**src/rtl/tlb_pkg.sv**
```systemverilog
package tlb_pkg;
  localparam int ENTRIES_DEF = 32;
  localparam int VPN_W_DEF   = 30;
  localparam int PFN_W_DEF   = 21;
  localparam int OFF_W_DEF   = 13;
  localparam int PERM_W      = 2;

  typedef enum logic [PERM_W-1:0] {
    PERM_NONE  = 2'b00,
    PERM_USER  = 2'b01,
    PERM_SUPER = 2'b10,
    PERM_BOTH  = 2'b11
  } perm_e;

  function automatic logic perm_grants(input logic [PERM_W-1:0] perm, input logic sup);
    return sup ? perm[1] : perm[0];
  endfunction
endpackage

```
**src/rtl/tlb_first_one.sv**
```systemverilog
module tlb_first_one #(
  parameter  int N  = 32,
  localparam int IW = (N > 1) ? $clog2(N) : 1
) (
  input  logic [N-1:0]  vec_i,
  output logic          any_o,
  output logic [IW-1:0] idx_o
);
  always_comb begin
    any_o = |vec_i;
    idx_o = '0;
    for (int i = N - 1; i >= 0; i--) begin
      if (vec_i[i]) idx_o = IW'(i);
    end
  end
endmodule

```
**src/rtl/tlb_cam.sv**
```systemverilog
module tlb_cam #(
  parameter int N     = 32,
  parameter int TAG_W = 30
) (
  input  logic [N-1:0]     valid_i,
  input  logic [TAG_W-1:0] tag_i [N],
  input  logic [TAG_W-1:0] key_a_i,
  input  logic [TAG_W-1:0] key_b_i,
  output logic [N-1:0]     match_a_o,
  output logic [N-1:0]     match_b_o
);
  for (genvar g = 0; g < N; g++) begin : g_cmp
    assign match_a_o[g] = valid_i[g] && (tag_i[g] == key_a_i);
    assign match_b_o[g] = valid_i[g] && (tag_i[g] == key_b_i);
  end
endmodule

```
**src/rtl/tlb_victim.sv**
```systemverilog
module tlb_victim #(
  parameter  int N  = 32,
  localparam int IW = (N > 1) ? $clog2(N) : 1
) (
  input  logic [N-1:0]  fill_match_i,
  input  logic [N-1:0]  valid_i,
  input  logic [N-1:0]  ref_i,
  output logic [IW-1:0] victim_o,
  output logic          clear_ref_o
);
  logic          dup_any, free_any, cold_any;
  logic [IW-1:0] dup_idx, free_idx, cold_idx;

  tlb_first_one #(.N(N)) i_dup  (.vec_i(fill_match_i), .any_o(dup_any),  .idx_o(dup_idx));
  tlb_first_one #(.N(N)) i_free (.vec_i(~valid_i),     .any_o(free_any), .idx_o(free_idx));
  tlb_first_one #(.N(N)) i_cold (.vec_i(~ref_i),       .any_o(cold_any), .idx_o(cold_idx));

  always_comb begin
    clear_ref_o = 1'b0;
    if (dup_any)       victim_o = dup_idx;
    else if (free_any) victim_o = free_idx;
    else if (cold_any) victim_o = cold_idx;
    else begin
      victim_o    = '0;
      clear_ref_o = 1'b1;
    end
  end
endmodule

```
**src/rtl/tlb_store.sv**
```systemverilog
module tlb_store #(
  parameter  int N      = 32,
  parameter  int VPN_W  = 30,
  parameter  int PFN_W  = 21,
  parameter  int PERM_W = 2,
  localparam int IW     = (N > 1) ? $clog2(N) : 1
) (
  input  logic              clk_i,
  input  logic              rst_ni,
  input  logic              flush_i,
  input  logic              fill_en_i,
  input  logic [IW-1:0]     fill_idx_i,
  input  logic              clear_ref_i,
  input  logic [VPN_W-1:0]  fill_vpn_i,
  input  logic [PFN_W-1:0]  fill_pfn_i,
  input  logic [PERM_W-1:0] fill_rd_i,
  input  logic [PERM_W-1:0] fill_wr_i,
  input  logic              fill_dirty_i,
  input  logic              touch_en_i,
  input  logic [IW-1:0]     touch_idx_i,
  input  logic              touch_wr_i,
  output logic [N-1:0]      valid_o,
  output logic [N-1:0]      ref_o,
  output logic [N-1:0]      dirty_o,
  output logic [VPN_W-1:0]  tag_o [N],
  output logic [PFN_W-1:0]  pfn_o [N],
  output logic [PERM_W-1:0] rd_o [N],
  output logic [PERM_W-1:0] wr_o [N]
);
  logic [N-1:0] valid_q, ref_q, dirty_q;
  logic [N-1:0] valid_d, ref_d, dirty_d;

  always_comb begin
    valid_d = valid_q;
    ref_d   = ref_q;
    dirty_d = dirty_q;
    if (fill_en_i && clear_ref_i) ref_d = '0;
    if (touch_en_i) begin
      ref_d[touch_idx_i] = 1'b1;
      if (touch_wr_i) dirty_d[touch_idx_i] = 1'b1;
    end
    if (fill_en_i) begin
      valid_d[fill_idx_i] = 1'b1;
      ref_d[fill_idx_i]   = 1'b1;
      dirty_d[fill_idx_i] = fill_dirty_i;
    end
    if (flush_i) begin
      valid_d = '0;
      ref_d   = '0;
      dirty_d = '0;
    end
  end

  always_ff @(posedge clk_i or negedge rst_ni) begin
    if (!rst_ni) begin
      valid_q <= '0;
      ref_q   <= '0;
      dirty_q <= '0;
    end else begin
      valid_q <= valid_d;
      ref_q   <= ref_d;
      dirty_q <= dirty_d;
    end
  end

  // payload needs no reset: guarded by valid_q
  always_ff @(posedge clk_i) begin
    if (fill_en_i && !flush_i) begin
      tag_o[fill_idx_i] <= fill_vpn_i;
      pfn_o[fill_idx_i] <= fill_pfn_i;
      rd_o[fill_idx_i]  <= fill_rd_i;
      wr_o[fill_idx_i]  <= fill_wr_i;
    end
  end

  assign valid_o = valid_q;
  assign ref_o   = ref_q;
  assign dirty_o = dirty_q;
endmodule

```
**src/rtl/tlb_assoc.sv**
```systemverilog
module tlb_assoc
  import tlb_pkg::*;
#(
  parameter  int ENTRIES = ENTRIES_DEF,
  parameter  int VPN_W   = VPN_W_DEF,
  parameter  int PFN_W   = PFN_W_DEF,
  parameter  int OFF_W   = OFF_W_DEF,
  localparam int IW      = (ENTRIES > 1) ? $clog2(ENTRIES) : 1,
  localparam int PA_W    = PFN_W + OFF_W
) (
  input  logic              clk_i,
  input  logic              rst_ni,
  input  logic              lookup_valid_i,
  input  logic              lookup_write_i,
  input  logic              supervisor_i,
  input  logic [VPN_W-1:0]  lookup_vpn_i,
  input  logic [OFF_W-1:0]  lookup_offset_i,
  input  logic              flush_i,
  input  logic              fill_valid_i,
  input  logic [VPN_W-1:0]  fill_vpn_i,
  input  logic [PFN_W-1:0]  fill_pfn_i,
  input  logic [PERM_W-1:0] fill_rd_perm_i,
  input  logic [PERM_W-1:0] fill_wr_perm_i,
  input  logic              fill_dirty_i,
  output logic              hit_o,
  output logic              prot_fault_o,
  output logic              miss_stall_o,
  output logic              dirty_req_o,
  output logic [PFN_W-1:0]  pfn_o,
  output logic [PA_W-1:0]   paddr_o
);
  logic [ENTRIES-1:0]  valid_q, ref_q, dirty_q;
  logic [VPN_W-1:0]    tag_q [ENTRIES];
  logic [PFN_W-1:0]    pfn_q [ENTRIES];
  logic [PERM_W-1:0]   rd_q  [ENTRIES];
  logic [PERM_W-1:0]   wr_q  [ENTRIES];

  logic [ENTRIES-1:0]  look_match, fill_match;
  logic                look_any;
  logic [IW-1:0]       look_idx, victim_idx;
  logic                clear_ref;
  logic [PERM_W-1:0]   need_perm;
  logic                allowed;

  tlb_cam #(.N(ENTRIES), .TAG_W(VPN_W)) i_cam (
    .valid_i   (valid_q),
    .tag_i     (tag_q),
    .key_a_i   (lookup_vpn_i),
    .key_b_i   (fill_vpn_i),
    .match_a_o (look_match),
    .match_b_o (fill_match)
  );

  tlb_first_one #(.N(ENTRIES)) i_sel (
    .vec_i (look_match),
    .any_o (look_any),
    .idx_o (look_idx)
  );

  tlb_victim #(.N(ENTRIES)) i_victim (
    .fill_match_i (fill_match),
    .valid_i      (valid_q),
    .ref_i        (ref_q),
    .victim_o     (victim_idx),
    .clear_ref_o  (clear_ref)
  );

  tlb_store #(.N(ENTRIES), .VPN_W(VPN_W), .PFN_W(PFN_W), .PERM_W(PERM_W)) i_store (
    .clk_i        (clk_i),
    .rst_ni       (rst_ni),
    .flush_i      (flush_i),
    .fill_en_i    (fill_valid_i),
    .fill_idx_i   (victim_idx),
    .clear_ref_i  (clear_ref),
    .fill_vpn_i   (fill_vpn_i),
    .fill_pfn_i   (fill_pfn_i),
    .fill_rd_i    (fill_rd_perm_i),
    .fill_wr_i    (fill_wr_perm_i),
    .fill_dirty_i (fill_dirty_i),
    .touch_en_i   (hit_o),
    .touch_idx_i  (look_idx),
    .touch_wr_i   (lookup_write_i),
    .valid_o      (valid_q),
    .ref_o        (ref_q),
    .dirty_o      (dirty_q),
    .tag_o        (tag_q),
    .pfn_o        (pfn_q),
    .rd_o         (rd_q),
    .wr_o         (wr_q)
  );

  assign need_perm    = lookup_write_i ? wr_q[look_idx] : rd_q[look_idx];
  assign allowed      = perm_grants(need_perm, supervisor_i);
  assign hit_o        = lookup_valid_i && look_any && allowed;
  assign prot_fault_o = lookup_valid_i && look_any && !allowed;
  assign miss_stall_o = lookup_valid_i && !look_any;
  assign dirty_req_o  = hit_o && lookup_write_i && !dirty_q[look_idx];
  assign pfn_o        = pfn_q[look_idx];
  assign paddr_o      = {pfn_q[look_idx], lookup_offset_i};
endmodule

```
**config.mk**
```make
export PLATFORM = sky130hd
export DESIGN_NAME = tlb_assoc
export DESIGN_NICKNAME = d
export VERILOG_FILES = /design/src/rtl/tlb_pkg.sv /design/src/rtl/tlb_first_one.sv /design/src/rtl/tlb_cam.sv /design/src/rtl/tlb_victim.sv /design/src/rtl/tlb_store.sv /design/src/rtl/tlb_assoc.sv
export SDC_FILE = /design/constraint.sdc
export NUM_CORES = 2
export LEC_CHECK = 0
export BUFFER_PORTS_ARGS = -buffer_cell sky130_fd_sc_hd__clkbuf_2
export CELL_PAD_IN_SITES_DETAIL_PLACEMENT = 0
export CELL_PAD_IN_SITES_GLOBAL_PLACEMENT = 1
export CORE_UTILIZATION = 53
export DETAILED_ROUTE_END_ITERATION = 10
export MAX_ROUTING_LAYER = met4
export PLACE_DENSITY_LB_ADDON = 0.1
export SETUP_SLACK_MARGIN = 0.02
export SLEW_MARGIN = 20
export SYNTH_ARGS = -nofsm -noshare
export SYNTH_HDL_FRONTEND = slang
export SYNTH_SLANG_ARGS = --single-unit
```
**constraint.sdc**
```tcl
create_clock -name clk_i -period 11.35 [get_ports clk_i]
set_input_delay 2.27 -clock clk_i [delete_from_list [all_inputs] [get_ports clk_i]]
set_output_delay 2.27 -clock clk_i [all_outputs]
set_load 0.01 [all_outputs]
```
==> flow_summary.yaml <==
critical_path:
  path_cells: "buf_4 > xnor2_1 > nand4_1 > or4_1 > or2_2 > a211oi_1 > o2111ai_1 > a211oi_1 > nor2_4 > buf_12 > buf_4 > a211oi_1 > a211oi_1 > a2111oi_0 > nand3_1 > clkbuf_2"
  slowest_delay_ps: 830
  worstRegToRegCells: 14
  cpMostUsedCell: "a211oi_1"
  start_kind: "input pin"
  slowest_stage: "a211oi_1"
  crit_arrival_ps: 8700
  setup.worst_path.end_class: "output pin"
  r2r_end: "i_store.pfn_o[129]"
  r2r_slack_ps: 4370
  critPathMaxFanout: 34
  worstPathRequired_ps: 9080
  r2r-start: "i_store.valid_o[28]"
  path_class: "input pin to output pin"
sta:
  period_minus_slack_ps: 10970
  fin_setup_tns_ps: 0
  worstMarginPinSlew_ps: 1172
  rsz0062_at_grt: "no"
  fmax_ghz: 0.09113
  finalCritPeriodShare_pct: 96.68
  setup_ws_ps: 376.7
  slew_headroom_pct: 21.25
  fin_skew_ps: 38.16
  hold_viol: 0
  setup_violations: 0
  slew_violations: 0
clocking:
  cts_buffer_depth: 3
  clk_latency_ps: 880
  cts_post_setup_buffers_inserted: 0
  cts_resized: 0
  cts.sinks: 1856
  cts_tree: "yes"
  path_clk_slew_ps: 60
  h-tree-depth: 4
  postCtsHoldBufs: 0
  cts_buffers: 200
  cts-root-buf: "clkbuf_16"
global_route:
  grt_pass1_wl_um: 515900
  grt_max_degree: 121
  grt-ovfl-total: 0
  antenna_found_initial: 21
  grt_usage_pct: 43.20
  first_global_vias: 63530
synthesis:
  yosysSeqAreaShare_pct: 59.41
  ys_warn_count: 0
  avgSynthCellArea_um2: 13.17
  synth_ff_type: "edfxtp_1"
  syn_nets: 7169
  syn_inst: 7063
  netlist_area_um2: 93000
  postSynth.asyncResetShare_pct: 5.172
  yosys.cell_types.count: 101
  synth-seq-cells: 1856
  synth_edf_count: 1760
route:
  antenna_left: 0
  viasPerCell: 6.761
  vias: 66240
  wire_per_inst_um: 38.44
  drc: 0
  first_iter_violations: 9203
  finalWirelength_um: 376700
  firstDrtPassIters: 6
die:
  ios: 165
  die_y_um: 420.9
  rows: 153
  die-width_um: 420.9
  initial_core_util_pct: 53.45
  die_area_um2: 177200
  coreArea_um2: 174000
final_layout:
  num-nets-final: 7402
  layout_commonest_cell: "edfxtp_1"
  final_cell_mix: "edfxtp_1, xnor2_1, nand4_1"
  drive_gt1_share_pct: 11.83
  fin_area_um2: 104200
  layout-area-overhead-vs-synth_pct: 12.00
outcome:
  status: "finished clean"
place:
  port_buffers: 138
  place_area_um2: 97670
  gp_congestion: 1.047
  dp_hpwl_um: 251600
  post-place-ws_ps: 528.2
power:
  p_leak_nw: 32.99
  ir_drop_uv: 207.0
  p_per_area_nw_per_um2: 145.7
worst_hold_path:
  hp-class: "flip-flop to flip-flop"
  hold_depth: 2
  worstHoldStart: "i_store.dirty_o[3]"
  min_to: "i_store.dirty_o[3]"
flow_run:
  cap_violations: 0
## state kept, by name, summed over array words and instances (netlist names)
register	cells
i_store.wr_o	64
i_store.pfn_o	672
i_store.tag_o	960
i_store.valid_o	32
i_store.rd_o	64
i_store.dirty_o	32
i_store.ref_o	32
## worst max-delay path by stage
stage / start / depth (start not counted) / endpoint / slack [ps]
2_1_floorplan: fill_vpn_i[12] / 14 / i_store.pfn_o[105] / 50
3_3_place_gp: lookup_vpn_i[8] / 16 / paddr_o[33] / 360
3_5_place_dp: lookup_vpn_i[21] / 16 / paddr_o[33] / 530
5_1_grt: lookup_vpn_i[27] / 18 / dirty_req_o / 410
6_report: lookup_vpn_i[21] / 16 / paddr_o[33] / 380
4_1_cts: lookup_vpn_i[21] / 16 / paddr_o[33] / 500
## worst max-delay path: cells and delay by family
family                    cells  cell delay [ps]
xor gates and xnor gates      1              680
and+or+nand+nor               5             1540
AOI/OAI and AO/OA             6             3270
buffers and inverters         4              860
## metrics by stage
stage | util, % | power [W] | hold slack, ps | cells
finish | 59.86 | 0.01517 | 535.4 | 9798
global route | 59.85 | 0.01547 | 543.0 | 9796
CTS | 59.84 | 0.01516 | 531.0 | 9786
detailed placement | 56.13 | 0.008758 | 516.9 | 9419
global placement | 56.12 | 0.008756 | 506.4 | 9419
floorplan | - | 0.008249 | 487.0 | 7063
## synthesized netlist by cell type (all sizes together), types with 70 or more instances
library cell / count / area share (%)
a21oi: 158 / 0.85
nor4: 228 / 1.6
nand3: 127 / 0.69
xnor2: 1609 / 15
edfxtp: 1760 / 57
nor2: 117 / 0.47
nand4: 633 / 4.3
and2: 197 / 1.3
nand2: 214 / 0.87
xor2: 313 / 2.9
inv: 70 / 0.28
clkbuf: 183 / 0.74
a211oi: 311 / 2.6
mux2i: 185 / 2.0
dfrtp: 96 / 2.6
buf: 254 / 1.9
## power breakdown
group	total, W	switching (W)	internal, W
Sequential	0.00753	0.0000120	0.00751
Clock	0.00652	0.00288	0.00363
Combinational	0.00113	0.000803	0.000327
Total	0.0152	0.00370	0.0115
## final cells by class
type	instances	area, um2
antenna	12	30.03
clock buffer	244	5231
clock inverter	123	1219
fill	13820	69850
inverter	73	274.0
multi-input combinational	4697	35320
sequential	1856	55250
tap	2325	2909
timing repair buffer	468	3924
## kinds of logic after synthesis
kind of cell    after synthesis  share of synthesized area [%]
flops                      1856                          59.41
compound gates              803                          6.224
simple gates               1779                          11.22
buf+inv                     510                          2.934
mux                         193                          2.092
xor+xnor                   1922                          18.12
## layer usage
metal | GRT usage, % | part of all wire (%) | vias up
li1 | - | - | 27160
met1 | 54.53 | 38 | 33550
met2 | 64.83 | 45 | 4445
met3 | 9.441 | 10 | 1086
met4 | 23.84 | 6.8 | 0
met5 | - | 0 | -
(Power assumes the default switching activity.)
